$ cat src/rtl/sacc_pkg.sv
package sacc_pkg;

   typedef enum logic [1:0] {
      OP_LOAD = 2'b00,
      OP_ADD  = 2'b01,
      OP_SUB  = 2'b10,
      OP_HOLD = 2'b11
   } sacc_op_e;

endpackage

$ cat src/rtl/sacc_arith.sv
module sacc_arith
   import sacc_pkg::*;
#(
   parameter int ACC_W  = 40,
   parameter int BODY_W = 32,
   parameter bit SAT_EN = 1'b1
) (
   input  logic [ACC_W-1:0] cur_i,
   input  logic [ACC_W-1:0] addend_i,
   input  sacc_op_e         op_i,
   input  logic             sat_mode_i,
   output logic [ACC_W-1:0] res_o,
   output logic             ovf_o
);
   localparam int EXT_W   = ACC_W + 1;
   localparam int GUARD_W = ACC_W - BODY_W;
   localparam int TOP_W   = EXT_W - BODY_W + 1;
   localparam logic [ACC_W-1:0] POS_LIM = {{(GUARD_W + 1){1'b0}}, {(BODY_W - 1){1'b1}}};
   localparam logic [ACC_W-1:0] NEG_LIM = {{(GUARD_W + 1){1'b1}}, {(BODY_W - 1){1'b0}}};

   logic [EXT_W-1:0] cur_x;
   logic [EXT_W-1:0] add_x;
   logic [EXT_W-1:0] full;
   logic [TOP_W-1:0] top_bits;
   logic             out_range;

   assign cur_x = {cur_i[ACC_W-1], cur_i};
   assign add_x = {addend_i[ACC_W-1], addend_i};

   always_comb begin
      case (op_i)
         OP_LOAD: full = add_x;
         OP_ADD:  full = cur_x + add_x;
         OP_SUB:  full = cur_x - add_x;
         default: full = cur_x;
      endcase
   end

   // Result fits the signed body only when the sign and every bit above it agree.
   assign top_bits  = full[EXT_W-1:BODY_W-1];
   assign out_range = !((&top_bits) || !(|top_bits));
   assign ovf_o     = (op_i != OP_HOLD) && out_range;

   generate
      if (SAT_EN) begin : g_clamp
         always_comb begin
            if (sat_mode_i && ovf_o)
               res_o = full[EXT_W-1] ? NEG_LIM : POS_LIM;
            else
               res_o = full[ACC_W-1:0];
         end
      end else begin : g_wrap
         logic unused_mode;
         assign unused_mode = sat_mode_i;
         assign res_o       = full[ACC_W-1:0];
      end
   endgenerate

endmodule

$ cat src/rtl/sacc_flag_cell.sv
module sacc_flag_cell (
   input  logic clk,
   input  logic rst_n,
   input  logic set_i,
   input  logic clr_i,
   output logic flag_o
);
   // A fresh overflow outranks any clear in the same cycle.
   always_ff @(posedge clk) begin
      if (!rst_n)
         flag_o <= 1'b0;
      else if (set_i)
         flag_o <= 1'b1;
      else if (clr_i)
         flag_o <= 1'b0;
   end
endmodule

$ cat src/rtl/sacc_mode_reg.sv
module sacc_mode_reg (
   input  logic clk,
   input  logic rst_n,
   input  logic on_i,
   input  logic off_i,
   output logic mode_o
);
   always_ff @(posedge clk) begin
      if (!rst_n)
         mode_o <= 1'b0;
      else if (on_i)
         mode_o <= 1'b1;
      else if (off_i)
         mode_o <= 1'b0;
   end
endmodule

$ cat src/rtl/sat_acc_bank.sv
module sat_acc_bank
   import sacc_pkg::*;
#(
   parameter int NUM_ACC = 4,
   parameter int ACC_W   = 40,
   parameter int BODY_W  = 32,
   parameter bit SAT_EN  = 1'b1,
   localparam int SEL_W  = $clog2(NUM_ACC)
) (
   input  logic                     clk,
   input  logic                     rst_n,
   input  logic                     op_valid_i,
   input  logic [SEL_W-1:0]         op_sel_i,
   input  logic [1:0]               op_code_i,
   input  logic [ACC_W-1:0]         op_addend_i,
   input  logic                     sat_set_i,
   input  logic                     sat_clr_i,
   input  logic [NUM_ACC-1:0]       flag_clr_i,
   input  logic                     test_valid_i,
   input  logic [SEL_W-1:0]         test_sel_i,
   output logic                     test_flag_o,
   output logic [NUM_ACC*ACC_W-1:0] acc_o,
   output logic [NUM_ACC-1:0]       ovf_o,
   output logic                     sat_mode_o
);

   // Elaboration-time parameter checks
   if (NUM_ACC < 2 || (1 << SEL_W) != NUM_ACC) begin : g_bad_count
      $error("sat_acc_bank: NUM_ACC must be a power of two, at least 2");
   end
   if (BODY_W < 2) begin : g_bad_body
      $error("sat_acc_bank: BODY_W must be at least 2");
   end
   if (ACC_W <= BODY_W) begin : g_bad_guard
      $error("sat_acc_bank: ACC_W must leave guard bits above BODY_W");
   end

   sacc_op_e         op_eff;
   logic [ACC_W-1:0] cur_sel;
   logic [ACC_W-1:0] res;
   logic             ovf_now;

   assign op_eff  = op_valid_i ? sacc_op_e'(op_code_i) : OP_HOLD;
   assign cur_sel = acc_o[op_sel_i*ACC_W +: ACC_W];

   sacc_mode_reg u_mode (
      .clk    (clk),
      .rst_n  (rst_n),
      .on_i   (sat_set_i),
      .off_i  (sat_clr_i),
      .mode_o (sat_mode_o)
   );

   sacc_arith #(
      .ACC_W  (ACC_W),
      .BODY_W (BODY_W),
      .SAT_EN (SAT_EN)
   ) u_arith (
      .cur_i      (cur_sel),
      .addend_i   (op_addend_i),
      .op_i       (op_eff),
      .sat_mode_i (sat_mode_o),
      .res_o      (res),
      .ovf_o      (ovf_now)
   );

   generate
      for (genvar k = 0; k < NUM_ACC; k++) begin : g_acc
         logic             hit;
         logic             test_hit;
         logic [ACC_W-1:0] acc_q;

         assign hit      = (op_eff != OP_HOLD) && (op_sel_i == SEL_W'(k));
         assign test_hit = test_valid_i && (test_sel_i == SEL_W'(k));

         always_ff @(posedge clk) begin
            if (!rst_n)
               acc_q <= '0;
            else if (hit)
               acc_q <= res;
         end

         assign acc_o[k*ACC_W +: ACC_W] = acc_q;

         sacc_flag_cell u_flag (
            .clk    (clk),
            .rst_n  (rst_n),
            .set_i  (hit && ovf_now),
            .clr_i  (flag_clr_i[k] || test_hit),
            .flag_o (ovf_o[k])
         );
      end
   endgenerate

   assign test_flag_o = test_valid_i && ovf_o[test_sel_i];

endmodule

$ cat config.mk
export PLATFORM = sky130hd
export DESIGN_NAME = sat_acc_bank
export DESIGN_NICKNAME = d
export VERILOG_FILES = /design/src/rtl/sacc_pkg.sv /design/src/rtl/sacc_arith.sv /design/src/rtl/sacc_flag_cell.sv /design/src/rtl/sacc_mode_reg.sv /design/src/rtl/sat_acc_bank.sv
export SDC_FILE = /design/constraint.sdc
export NUM_CORES = 1
export LEC_CHECK = 0
export CAP_MARGIN = 20
export CORE_MARGIN = 1.5
export CORE_UTILIZATION = 54
export DETAILED_ROUTE_END_ITERATION = 16
export DONT_BUFFER_PORTS = 1
export PLACE_DENSITY = 0.81
export SLEW_MARGIN = 0
export SYNTH_ARGS = -nofsm -noshare
export SYNTH_HDL_FRONTEND = slang
export SYNTH_SLANG_ARGS = --single-unit
$ cat constraint.sdc
create_clock -name clk -period 12.8 [get_ports clk]
set_input_delay 1.28 -clock clk [delete_from_list [all_inputs] [get_ports clk]]
set_output_delay 1.28 -clock clk [all_outputs]
set_load 0.02 [all_outputs]
Word-level counts from Yosys, hierarchy flattened
Cells that the tools add are included.
{"block": "classes", "n_addsub": 2, "n_mul": 1, "div": 0, "magnitude_cmp": 1, "n_eq_ne": 9, "shifts": 1, "muxes": 16, "bitwise": 0, "reduce_logical": 32}
{"op": "variable part select 160 x 9 -> 40 bit", "count": 1}
{"op": "case mux 41 bit (3 select lines)", "count": 1}
{"op": "2-to-1 mux 40 bit", "count": 2}
{"op": "adder 40 x 40 -> 41 bit", "count": 1}
{"op": "subtractor 40 x 40 -> 41 bit", "count": 1}
{"op": "logical AND 1 bit", "count": 15}
{"op": "2-to-1 mux 1 bit", "count": 11}
{"op": "equality test 2 bit (second input constant)", "count": 5}
{"op": "AND reduction 10 bit", "count": 1}
{"op": "nonzero test 2 bit", "count": 5}
{"op": "OR reduction 10 bit", "count": 1}
{"op": "equality test 2 x 1 -> 1 bit (second input constant)", "count": 3}
{"op": "zero test 2 bit", "count": 3}
{"op": "logical OR 1 bit", "count": 5}
{"op": "multiplier 2 x 3 -> 5 bit (second input constant)", "count": 1}
{"op": "less-than comparator 2 x 3 -> 1 bit (second input constant)", "count": 1}
{"op": "binary-select mux 1 bit (select 2 bit)", "count": 1}
{"op": "zero test 1 bit", "count": 2}
{"op": "2-to-1 mux 2 bit", "count": 1}
{"op": "inequality test 2 bit (second input constant)", "count": 1}
{"block": "word_totals", "reg_bits": 165, "latch_bits": 0, "mem_bits_rw": 0, "rom_bits": 0, "input_bits": 56, "out_inout_bits": 166, "elab_cells": 71, "mem_count": 0}

Longest topological paths before layout
Gate-level depths: netlist (run 1).
{"block": "logic_depth", "depth_word": 11, "depth_mapped": 27, "depth_no_buf": 23}

Hierarchy
A second synthesis (run 1) with hierarchy kept.
{"block": "unflattened", "cells_unflattened": 1346, "area_unflattened_um2": 11807.6}
{"module": "sat_acc_bank", "instances": 1, "cells_per_inst": 631, "area_each_um2": 6955.4, "seq_area_each_um2": 3203.1}
{"module": "sacc_arith", "instances": 1, "cells_per_inst": 700, "area_each_um2": 4645.7, "seq_area_each_um2": 0.0}
{"module": "sacc_flag_cell", "instances": 4, "cells_per_inst": 3, "area_each_um2": 41.3, "seq_area_each_um2": 20.0}
{"module": "sacc_mode_reg", "instances": 1, "cells_per_inst": 3, "area_each_um2": 41.3, "seq_area_each_um2": 20.0}

Worst setup path after synthesis (run 1)
No wires, ideal clock.
{"block": "synth_timing", "path_kind": "in2reg", "from": "input port op_addend_i[4]", "to": "register g_acc[2].acc_q[10]", "setup_time_ns": 0.147, "arrival_ns": 6.394, "t_required_ns": 12.653, "slack_ns": 6.260, "cell_stages": 25, "n_path_buf": 3, "cell_sequence": "nor3_1 nand2_1 nor4_1 nor2b_1 nand2_1 nor3b_1 nor2b_1 nor2b_1 a21oi_1 xnor2_1 ha_1 clkbuf_1 nand2_1 nor4_1 nor2b_1 o211ai_1 mux2i_1 and3_1 buf_1 o2111ai_2 nor3_2 a211oi_4 buf_6 a2111oi_4 a211oi_2"}
{"block": "synth_between", "elab_chain_cells": 9, "elab_cells_between_ends": 12, "cone_classes": "add/sub (2); mux (3); reduce/logical (7)"}
{"item": "start: declaration", "line": "sat_acc_bank.sv:15", "source": "input logic [ACC_W-1:0] op_addend_i,"}
{"item": "subtractor 40 x 40 -> 41 bit / adder 40 x 40 -> 41 bit (equally long branches)", "line": "sacc_arith.sv:34, sacc_arith.sv:33"}
{"item": "case mux 41 bit (3 select lines) *", "line": "sacc_arith.sv:31", "source": "case (op_i)"}
{"item": "OR reduction 10 bit", "line": "sacc_arith.sv:41", "source": "assign out_range = !((&top_bits) || !(|top_bits));"}
{"item": "zero test 1 bit", "line": "sacc_arith.sv:41"}
{"item": "logical OR 1 bit", "line": "sacc_arith.sv:41"}
{"item": "zero test 1 bit", "line": "sacc_arith.sv:41"}
{"item": "logical AND 1 bit", "line": "sacc_arith.sv:42", "source": "assign ovf_o = (op_i != OP_HOLD) && out_range;"}
{"item": "logical AND 1 bit", "line": "sacc_arith.sv:47", "source": "if (sat_mode_i && ovf_o)"}
{"item": "2-to-1 mux 40 bit *", "line": "sacc_arith.sv:47"}
{"item": "end signal: assignment", "line": "sat_acc_bank.sv:80", "source": "acc_q <= res;"}
{"item": "end: declaration", "line": "sat_acc_bank.sv:71", "source": "logic [ACC_W-1:0] acc_q;"}
Mark *: on every way between the ends. The rest lies on a longest branch, timed or not.
A chain may end at the register's enable or synchronous reset.

Worst setup path after layout (run 1)
{"block": "layout_timing", "from": "input port op_addend_i[4]", "to": "register g_acc[2].acc_q[19]"}
Same word-level chain as after synthesis.

==> flow_metrics.tcl, run 1 <==
set metrics [dict create \
    status "finished clean" \
    grt_pass1_vias 9694 \
    rsz0062_at_grt "no" \
    fin_crit_ns 8.30 \
    post_cts_resized 0 \
    fin_nets 1349 \
    grt_pass1_wl_um 56100 \
    finClkSkew_ns 0.0113 \
    hold_path_depth 2 \
    n_antenna_cell 0 \
    r2r-start "g_acc[3].acc_q[2]" \
    p_per_area_nw_per_um2 126 \
    async_flop_share 0 \
    dpl.hpwl_um 26500 \
    syn_inst 1324 \
    reg2reg_depth 15 \
    setup_viol 0 \
    critPathTopFamily "simple AND/OR/NAND/NOR gates" \
    grtUsageTotal 0.327 \
    layout-drive-gt1-share 0.132 \
    synth_cell_types 79 \
    start_util 0.550 \
    cts.clk_slew.worst_paths_ns 0.06 \
    crit_slowest_cell "a211o_1" \
    grt.met1_usage 0.421 \
    worstHoldEndpoint "g_acc[3].acc_q[31]" \
    synth_edf_count 0 \
    drt-vias-per-instance 6.82 \
    leakage_nw 4.12 \
    synth_common_cells "251 x nor2_1, 165 x dfxtp_1, 96 x a211oi_1" \
    yosysSeqAreaShare 0.285 \
    htree_levels 4 \
    slowest_delay_ns 0.93 \
    synth_seq_cells 165 \
    drv_cap 0 \
    use_met2 0.506 \
    synth_area_leaders "dfxtp_1 29%, nor2_1 8.1%, mux4_2 8.0%, a211oi_1 6.2%, ha_1 4.8%" \
    antenna_found_initial 0 \
    setup_tns_ns 0 \
    clock.fmax_mhz 121 \
    overflow 0 \
    cp_max_fo 31 \
    die_h_um 149 \
    worstPathArrival_ns 8.63 \
    slew_viol_final 0 \
    final-hold-violation-count 0 \
    peakVddDrop_mv 0.0978 \
    whs_ns 0.600 \
    chipWidth_um 149 \
    cp_cell_sequence "nor3_1 > nand2_1 > nor4_1 > nor2b_1 > nand2_1 > nor3b_1 > nor2b_1 > nor2b_1 > a21oi_1 > xnor2_1 > ha_1 > nand2_1 > nor2_1 > o21ai_0 > a2111o_1 > o31ai_1 > nor2_1 > a21oi_1 > nor4b_1 > a211o_1 > o31ai_4 > buf_4 > a211oi_1" \
    avgRoutedWirePerCell_um 23.9 \
    drc 0 \
    grtUsageMet3 0.0893 \
    clk_path_buf_depth 2 \
    slew_headroom 0.259 \
    period_share 0.648 \
    critical_path_buf_inv_count 1 \
    synth.most_common_cell "nor2_1" \
    core_area_sq_um 21000 \
    ant_nets 0 \
    synth_nets 1425 \
    rows 53 \
    synth_ff_type "dfxtp_1" \
    dr.pass1.iters 6 \
    cts_tree "done" \
    drtIter0Drc 1067 \
    grt_max_degree 80 \
    insertion_delay_ns 0.44 \
    holdBufCountCts 0 \
    fillers 1797 \
    ios 222 \
    tightest_slew_ns 1.11 \
    numClockSinks 165 \
    post-cts-setup-buffers 0 \
    numCtsBuffers 17 \
    cp_data_required_time_ns 13.13 \
    rrSetupSlack_ns 6.83 \
    gp_congestion 0.997 \
    worstSetupEndpointType "flip-flop" \
    yosys.area.top_type "dfxtp_1" \
    dieArea_sq_um 22300 \
    grt_busiest_layer "met2" \
    vias 10500 \
    placed_area_sq_um 11500 \
    synth_top_area_share 0.285 \
    synth_area_sq_um 11600 \
    hold_path.class "flip-flop to flip-flop" \
    hold_start "g_acc[3].acc_q[31]" \
    avgSynthCellArea_sq_um 8.74 \
    final_area_sq_um 12100 \
    worstSetupPathType "input pin to flip-flop" \
    port_buffers 0 \
    r2r_end "g_acc[2].acc_q[19]" \
    ys.warnings.count 0 \
    ctsRootBufferMaster "clkbuf_16" \
    syn_to_final_growth_pct 4.42 \
    setup.worst_path.start_class "input pin" \
    routed_wl_um 36600 \
]
## flip-flops by register name (all words and copies together), names as in the netlist
name                 count
g_acc.u_flag.flag_o      4
u_mode.mode_o            1
g_acc.acc_q            160
## per-layer routing
| metal | vias to the layer above | part of all wire |
|---|---|---|
| met1 | 5048 | 0.40 |
| met2 | 560 | 0.45 |
| met3 | 118 | 0.11 |
| met4 | 0 | 0.046 |
| li1 | 4753 | - |
| met5 | - | 0 |
## kinds of logic after synthesis
group	after synthesis	synth area share
AOI/OAI and AO/OA	404	0.292
xor gates and xnor gates	69	0.0522
buffers and inverters	138	0.0582
adders and majority gates	45	0.0493
and+or+nand+nor	458	0.179
DFF	165	0.285
muxes	45	0.0835
## worst max path at each step
stage | depth (start not counted) | start | slack, ns | endpoint
after CTS | 23 | op_addend_i[4] | 4.73 | g_acc[2].acc_q[19]
after global placement | 24 | op_addend_i[4] | 4.58 | g_acc[2].acc_q[19]
after floorplan | 25 | op_addend_i[4] | 6.26 | g_acc[2].acc_q[10]
final | 23 | op_addend_i[4] | 4.50 | g_acc[2].acc_q[19]
after global routing | 23 | op_addend_i[4] | 4.02 | g_acc[3].acc_q[7]
after detailed placement | 23 | op_addend_i[4] | 4.33 | g_acc[2].acc_q[19]
## worst register-to-register path, cell delays in order, from the launching register on
cell and delay (ns):
dfxtp_1 0.39, mux4_2 0.54, ha_1 0.38, o211ai_1 0.13, a21o_1 0.19, a2111oi_0 0.86
nor3_1 0.24, nor2_1 0.23, a21bo_1 0.19, a41o_1 0.37, nand4bb_1 0.26, nor4b_4 0.42
a211o_1 0.90, o31ai_4 0.14, buf_4 0.34, a211oi_1 0.31
## area by class of cell
cell class | instances | area, sq um | share of cell area
Multi-Input combinational cell | 1021 | 7630 | 0.632
Timing Repair Buffer | 14 | 105 | 0.00870
Clock buffer | 19 | 443 | 0.0367
Tap cell | 275 | 344 | 0.0285
Sequential cell | 165 | 3300 | 0.273
Clock inverter | 13 | 146 | 0.0121
Inverter | 29 | 109 | 0.00901
## power breakdown
group          leakage [nW]  total [W]  switching, W  internal [W]
sequential             1.35   0.000608     0.0000657      0.000542
combinational          2.49   0.000392      0.000244      0.000148
clock                 0.279   0.000527      0.000231      0.000296
## through the flow
stage | power (W) | worst slack (ns) | util | instances
6_report | 0.00153 | 4.50 | 0.575 | 1536
3_5_place_dp | 0.00100 | 4.33 | 0.547 | 1504
3_3_place_gp | 0.000995 | 4.58 | 0.547 | 1504
5_1_grt | 0.00158 | 4.02 | 0.575 | 1536
4_1_cts | 0.00152 | 4.73 | 0.575 | 1536
2_1_floorplan | 0.000923 | 6.26 | - | 1324
## placed cells by master (no fill, tap or decap), types with 23 or more instances in the layout
cell type	instances
nor2_1	251
dfxtp_1	165
a211oi_1	96
a21oi_1	82
nand2_1	81
xnor2_1	54
ha_1	42
mux4_2	41
o21ai_0	40
inv_1	28
a211oi_2	27
nor3_1	23
Note: power is estimated with default switching activity, not from simulation.
==> run 2, diff against run 1 <==
ABC_AREA = 1   (was not set)
PLACE_DENSITY = 0.84   (was 0.81)
clock period = 7.05 ns   (was 12.8 ns; I/O delays follow)
==> flow_metrics.tcl, run 2 <==
set metrics [dict create \
    yosys.area.top_type "dfxtp_1" \
    tightest_slew_ns 1.04 \
    final_util 0.582 \
    seq_area_sq_um 3300 \
    cts_tree "done" \
    drc 0 \
    p_per_area_nw_per_um2 202 \
    layout-drive-gt1-share 0.0549 \
    port_buffers 0 \
    die_h_um 159 \
    yosysSeqAreaShare 0.252 \
    clk_path_buf_depth 2 \
    async_flop_share 0 \
    final-hold-violation-count 0 \
    rows 56 \
    peakVddDrop_mv 0.189 \
    htree_levels 4 \
    top_register "g_acc.acc_q" \
    clkPwrFrac 0.326 \
    core_area_sq_um 23600 \
    worstSetupPathType "input pin to flip-flop" \
    power.net_switching_w 0.00108 \
    avgSynthCellArea_sq_um 5.88 \
    multi_input_area_sq_um 7650 \
    top_regs "g_acc.acc_q: 160 flops, g_acc.u_flag.flag_o: 4 flops, u_mode.mode_o: 1 flops" \
    dpl.cell_count 2455 \
    worstPathArrival_ns 6.60 \
    fin_nets 2256 \
    cts.clk_slew.worst_paths_ns 0.07 \
    ant_nets 0 \
    seqPwrFrac 0.399 \
    post-cts-setup-buffers 0 \
    whs_ns 0.396 \
    dieArea_sq_um 25200 \
    finClkSkew_ns 0.0111 \
    post_cts_resized 0 \
    n_antenna_cell 0 \
    grtUsageTotal 0.367 \
    synth.most_common_cell "nand2_1" \
    period_share 0.882 \
    leakage_nw 7.22 \
    fin_crit_ns 6.22 \
    grt_pass1_wl_um 73300 \
    setup_tns_ns 0 \
    synth_nets 2327 \
    power_frac_comb 0.275 \
    cp_data_required_time_ns 7.43 \
    grt_max_degree 125 \
    chipWidth_um 159 \
    synth_area_sq_um 13100 \
    worstSetupEndpointType "flip-flop" \
    synth_cell_types 49 \
    hold_path.class "input pin to flip-flop" \
    layout_common_cells "526 x nand2_1, 424 x inv_1, 225 x nand3_1" \
    drtIter0Drc 2056 \
    clock.fmax_mhz 161 \
    start_util 0.554 \
    final_cells 2487 \
    synth_common_cells "527 x nand2_1, 424 x inv_1, 225 x nand3_1" \
    slew_headroom 0.307 \
    holdBufCountCts 0 \
    antenna_found_initial 0 \
    drv_cap 0 \
    numClockSinks 165 \
    vias 14600 \
    dr.pass1.iters 6 \
    synth_seq_cells 165 \
    final_common_cell "nand2_1" \
    rsz0062_at_grt "no" \
    status "finished clean" \
    slew_viol_final 0 \
    p_int_w 0.00169 \
    insertion_delay_ns 0.44 \
    setup.worst_path.start_class "input pin" \
    setup_viol 0 \
    fillers 2324 \
    synth_top_area_share 0.252 \
    numCtsBuffers 17 \
    avgRoutedWirePerCell_um 19.4 \
    drt-vias-per-instance 5.89 \
    syn_inst 2226 \
    gp_congestion 1.09 \
    overflow 0 \
    synth_edf_count 0 \
    grt_pass1_vias 12800 \
    synth_ff_type "dfxtp_1" \
    dpl.hpwl_um 35500 \
    swShare 0.389 \
    ys.warnings.count 0 \
    ios 222 \
    largest_register_ffs 160 \
    synth_area_leaders "dfxtp_1 25%, nand2_1 15%, inv_1 12%, nand3_1 8.6%, a21oi_1 7.6%" \
    cp_max_fo 36 \
    ctsRootBufferMaster "clkbuf_16" \
    routed_wl_um 48100 \
    syn_to_final_growth_pct 4.90 \
]
run 2: cell count changes after synthesis, moves of 29 or more:
cell      change
a211oi_1     -96
a21oi_1     +117
inv_1       +396
mux4_2       -41
nand2_1     +446
nand3_1     +217
o21a_1       +37
o221ai_1     +29
xnor2_1      -42
run 2: cell type report:
| class | count | area share |
|---|---|---|
| Inverter | 450 | 0.123 |
| Clock inverter | 14 | 0.00856 |
| Sequential cell | 165 | 0.241 |
| Clock buffer | 18 | 0.0320 |
| Timing Repair Buffer | 15 | 0.0100 |
| Tap cell | 319 | 0.0291 |
| Multi-Input combinational cell | 1506 | 0.557 |
run 2: metal layers:
layer,vias to the layer above,part of all wire,track usage
li1,6867,-,-
met1,6677,0.40,0.492
met2,973,0.43,0.554
met3,123,0.14,0.117
met4,0,0.033,0.119
met5,-,0,0
run 2: kinds of logic (layout without fill, tap and decap cells):
kind of cell | after synthesis | after routing | share of synthesized area
DFF | 165 | 165 | 0.252
buffers and inverters | 555 | 497 | 0.166
adders and majority gates | 45 | 45 | 0.0436
and+or+nand+nor | 1039 | 1039 | 0.335
AOI/OAI and AO/OA | 383 | 383 | 0.177
xor gates and xnor gates | 39 | 39 | 0.0261
run 2: worst paths after layout:
kind                          start  slack (ns)                endpoint  cells past startpoint
max                      op_valid_i        0.83      g_acc[1].acc_q[34]                     28
min                       sat_set_i        0.40           u_mode.mode_o                      2
max reg2reg       g_acc[3].acc_q[0]        2.21      g_acc[1].acc_q[34]                     22
min reg2reg  g_acc[2].u_flag.flag_o        0.62  g_acc[2].u_flag.flag_o                      2
run 2: power groups by stage:
stage,clock network (W),logic [W],registers [W]
2_1_floorplan,0,0.000552,0.00110
3_3_place_gp,0,0.000717,0.00112
3_5_place_dp,0,0.000728,0.00112
4_1_cts,0.000895,0.000734,0.00110
5_1_grt,0.000938,0.000836,0.00111
6_report,0.000903,0.000761,0.00110
run 2: per-stage QoR:
step,setup WS (ns),instance area [sq um],power [W]
floorplan,2.28,13100,0.00165
global placement,0.644,13200,0.00184
detailed placement,0.575,13200,0.00185
CTS,0.968,13700,0.00273
global route,0.359,13700,0.00288
finish,0.832,13700,0.00277
run 2: critical path: stages:
cell and delay [ns]:
inv_1 0.03, nor2_1 0.17, ha_1 0.61, clkinv_1 0.63
nand2_1 0.27, nand3_1 0.14, a21oi_1 0.38, o21ai_0 0.19
xor2_1 0.15, inv_1 0.05, ha_1 0.34, a21oi_1 0.31
o21ai_0 0.22, nand2_1 0.09, nand2_1 0.05, a21oi_1 0.18
nand3_1 0.12, nand3_1 0.10, nand2_1 0.05, nand2_1 0.11
inv_2 0.05, nand3_1 0.07, nor2_1 0.04, nand2_1 0.19
nand4_2 0.79, nand3_1 0.37, nand2_1 0.09, inv_1 0.06
==> run 3, diff against run 2 <==
REMOVE_ABC_BUFFERS = 1   (was not set)
==> flow_metrics.tcl, run 3 (synthesis results as in run 2) <==
set metrics [dict create \
    rows 56 \
    p_per_area_nw_per_um2 206 \
    port_buffers 0 \
    layout-drive-gt1-share 0.0583 \
    slew_headroom 0.289 \
    final-hold-violation-count 0 \
    cp_max_fo 62 \
    tightest_slew_ns 1.07 \
    gp_congestion 0.959 \
    ios 222 \
    overflow 0 \
    total_power_w 0.00285 \
    status "finished clean" \
    cts.clk_slew.worst_paths_ns 0.07 \
    worstSetupPathType "input pin to flip-flop" \
    dieArea_sq_um 25200 \
    holdBufCountCts 0 \
    clock.fmax_mhz 154 \
    drt-vias-per-instance 5.69 \
    cts_tree "done" \
    rrSetupSlack_ns 2.50 \
    antenna_found_initial 0 \
    dpl.hpwl_um 32300 \
    grtUsageTotal 0.342 \
    peakVddDrop_mv 0.150 \
    post_cts_resized 0 \
    r2r_end "g_acc[0].acc_q[3]" \
    hold_path.class "input pin to flip-flop" \
    crit_slowest_cell "buf_4" \
    grt_max_degree 73 \
    n_antenna_cell 0 \
    critical_path_buf_inv_count 5 \
    drtIter0Drc 1561 \
    drc 0 \
    ant_nets 0 \
    crit_path_frequent_cell "nand2_1" \
    fillers 2306 \
    vias 14200 \
    setup_viol 0 \
    largest_register_ffs 160 \
    cp_data_required_time_ns 7.38 \
    fin_nets 2266 \
    final_common_cell "nand2_1" \
    post-cts-setup-buffers 0 \
    fin_crit_ns 6.48 \
    htree_levels 4 \
    critPathTopFamily "simple AND/OR/NAND/NOR gates" \
    core_area_sq_um 23600 \
    top_register "g_acc.acc_q" \
    numCtsBuffers 17 \
    finClkSkew_ns 0.0142 \
    worstPathArrival_ns 6.81 \
    syn_to_final_growth_pct 5.95 \
    numClockSinks 165 \
    insertion_delay_ns 0.44 \
    endpoint "g_acc[0].acc_q[3]" \
    dpl.cell_count 2465 \
    chipWidth_um 159 \
    setup.worst_path.start "op_addend_i[2]" \
    slowest_delay_ns 0.53 \
    start_util 0.554 \
    layout_common_cells "527 x nand2_1, 424 x inv_1, 225 x nand3_1" \
    period_share 0.920 \
    routed_wl_um 43800 \
    die_h_um 159 \
    worstSetupEndpointType "flip-flop" \
    setup.worst_path.start_class "input pin" \
    r2r-start "g_acc[3].acc_q[0]" \
    drv_cap 0 \
    avgRoutedWirePerCell_um 17.5 \
    leakage_nw 7.30 \
    path_depth 34 \
    dr.pass1.iters 8 \
    grt_pass1_vias 13500 \
    top_regs "g_acc.acc_q: 160 flops, g_acc.u_flag.flag_o: 4 flops, u_mode.mode_o: 1 flops" \
    grt_pass1_wl_um 70300 \
    ctsRootBufferMaster "clkbuf_16" \
    final_cells 2496 \
    rsz0062_at_grt "no" \
    reg2reg_depth 24 \
    setup_tns_ns 0 \
    clk_path_buf_depth 2 \
    slew_viol_final 0 \
]
## run 3: changes by cell type in the layout (fill, tap and decap cells not counted), sizes merged
cell,change
bufinv,+3
inv,+1
clkinvlp,-1
clkinv,-4
buf,+10
## run 3: layer usage
| metal | track usage | up-vias | routed length, um |
|---|---|---|---|
| met5 | 0 | - | 0 |
| met4 | 0.129 | 0 | 1320 |
| met3 | 0.0836 | 109 | 4930 |
| met2 | 0.550 | 796 | 19600 |
| met1 | 0.439 | 6406 | 18000 |
| li1 | - | 6895 | - |
## run 3: cell type report
cell class | instances | area (sq um) | area share
clock buffers | 18 | 439 | 0.0317
clock inverters | 13 | 183 | 0.0132
inverters | 450 | 1690 | 0.122
multi-input cells | 1506 | 7640 | 0.551
flip-flops and latches | 165 | 3300 | 0.238
well taps | 319 | 399 | 0.0288
repair buffers | 25 | 213 | 0.0153
## run 3: worst min-delay path by stage
stage | depth (start not counted) | slack [ns] | startpoint | to
finish | 2 | 0.39 | sat_set_i | u_mode.mode_o
global route | 2 | 0.39 | sat_set_i | u_mode.mode_o
CTS | 2 | 0.39 | sat_set_i | u_mode.mode_o
detailed placement | 2 | 0.59 | g_acc[1].u_flag.flag_o | g_acc[1].u_flag.flag_o
global placement | 2 | 0.60 | g_acc[3].u_flag.flag_o | g_acc[3].u_flag.flag_o
floorplan | 2 | 0.57 | g_acc[1].u_flag.flag_o | g_acc[1].u_flag.flag_o
## run 3: report_power, final
group	leakage [nW]	switching, W	internal, W
logic	5.64	0.000497	0.000237
registers	1.35	0.000108	0.000983
clock network	0.307	0.000449	0.000580
## run 3: metrics by stage
step | hold WS, ns | utilization | instance area (sq um) | setup slack (ns)
floorplan | 0.573 | - | 12600 | 1.27
global placement | 0.596 | 0.561 | 13200 | 0.426
detailed placement | 0.594 | 0.561 | 13200 | 0.376
CTS | 0.387 | 0.587 | 13900 | 0.806
global route | 0.390 | 0.587 | 13900 | 0.0228
finish | 0.391 | 0.587 | 13900 | 0.566
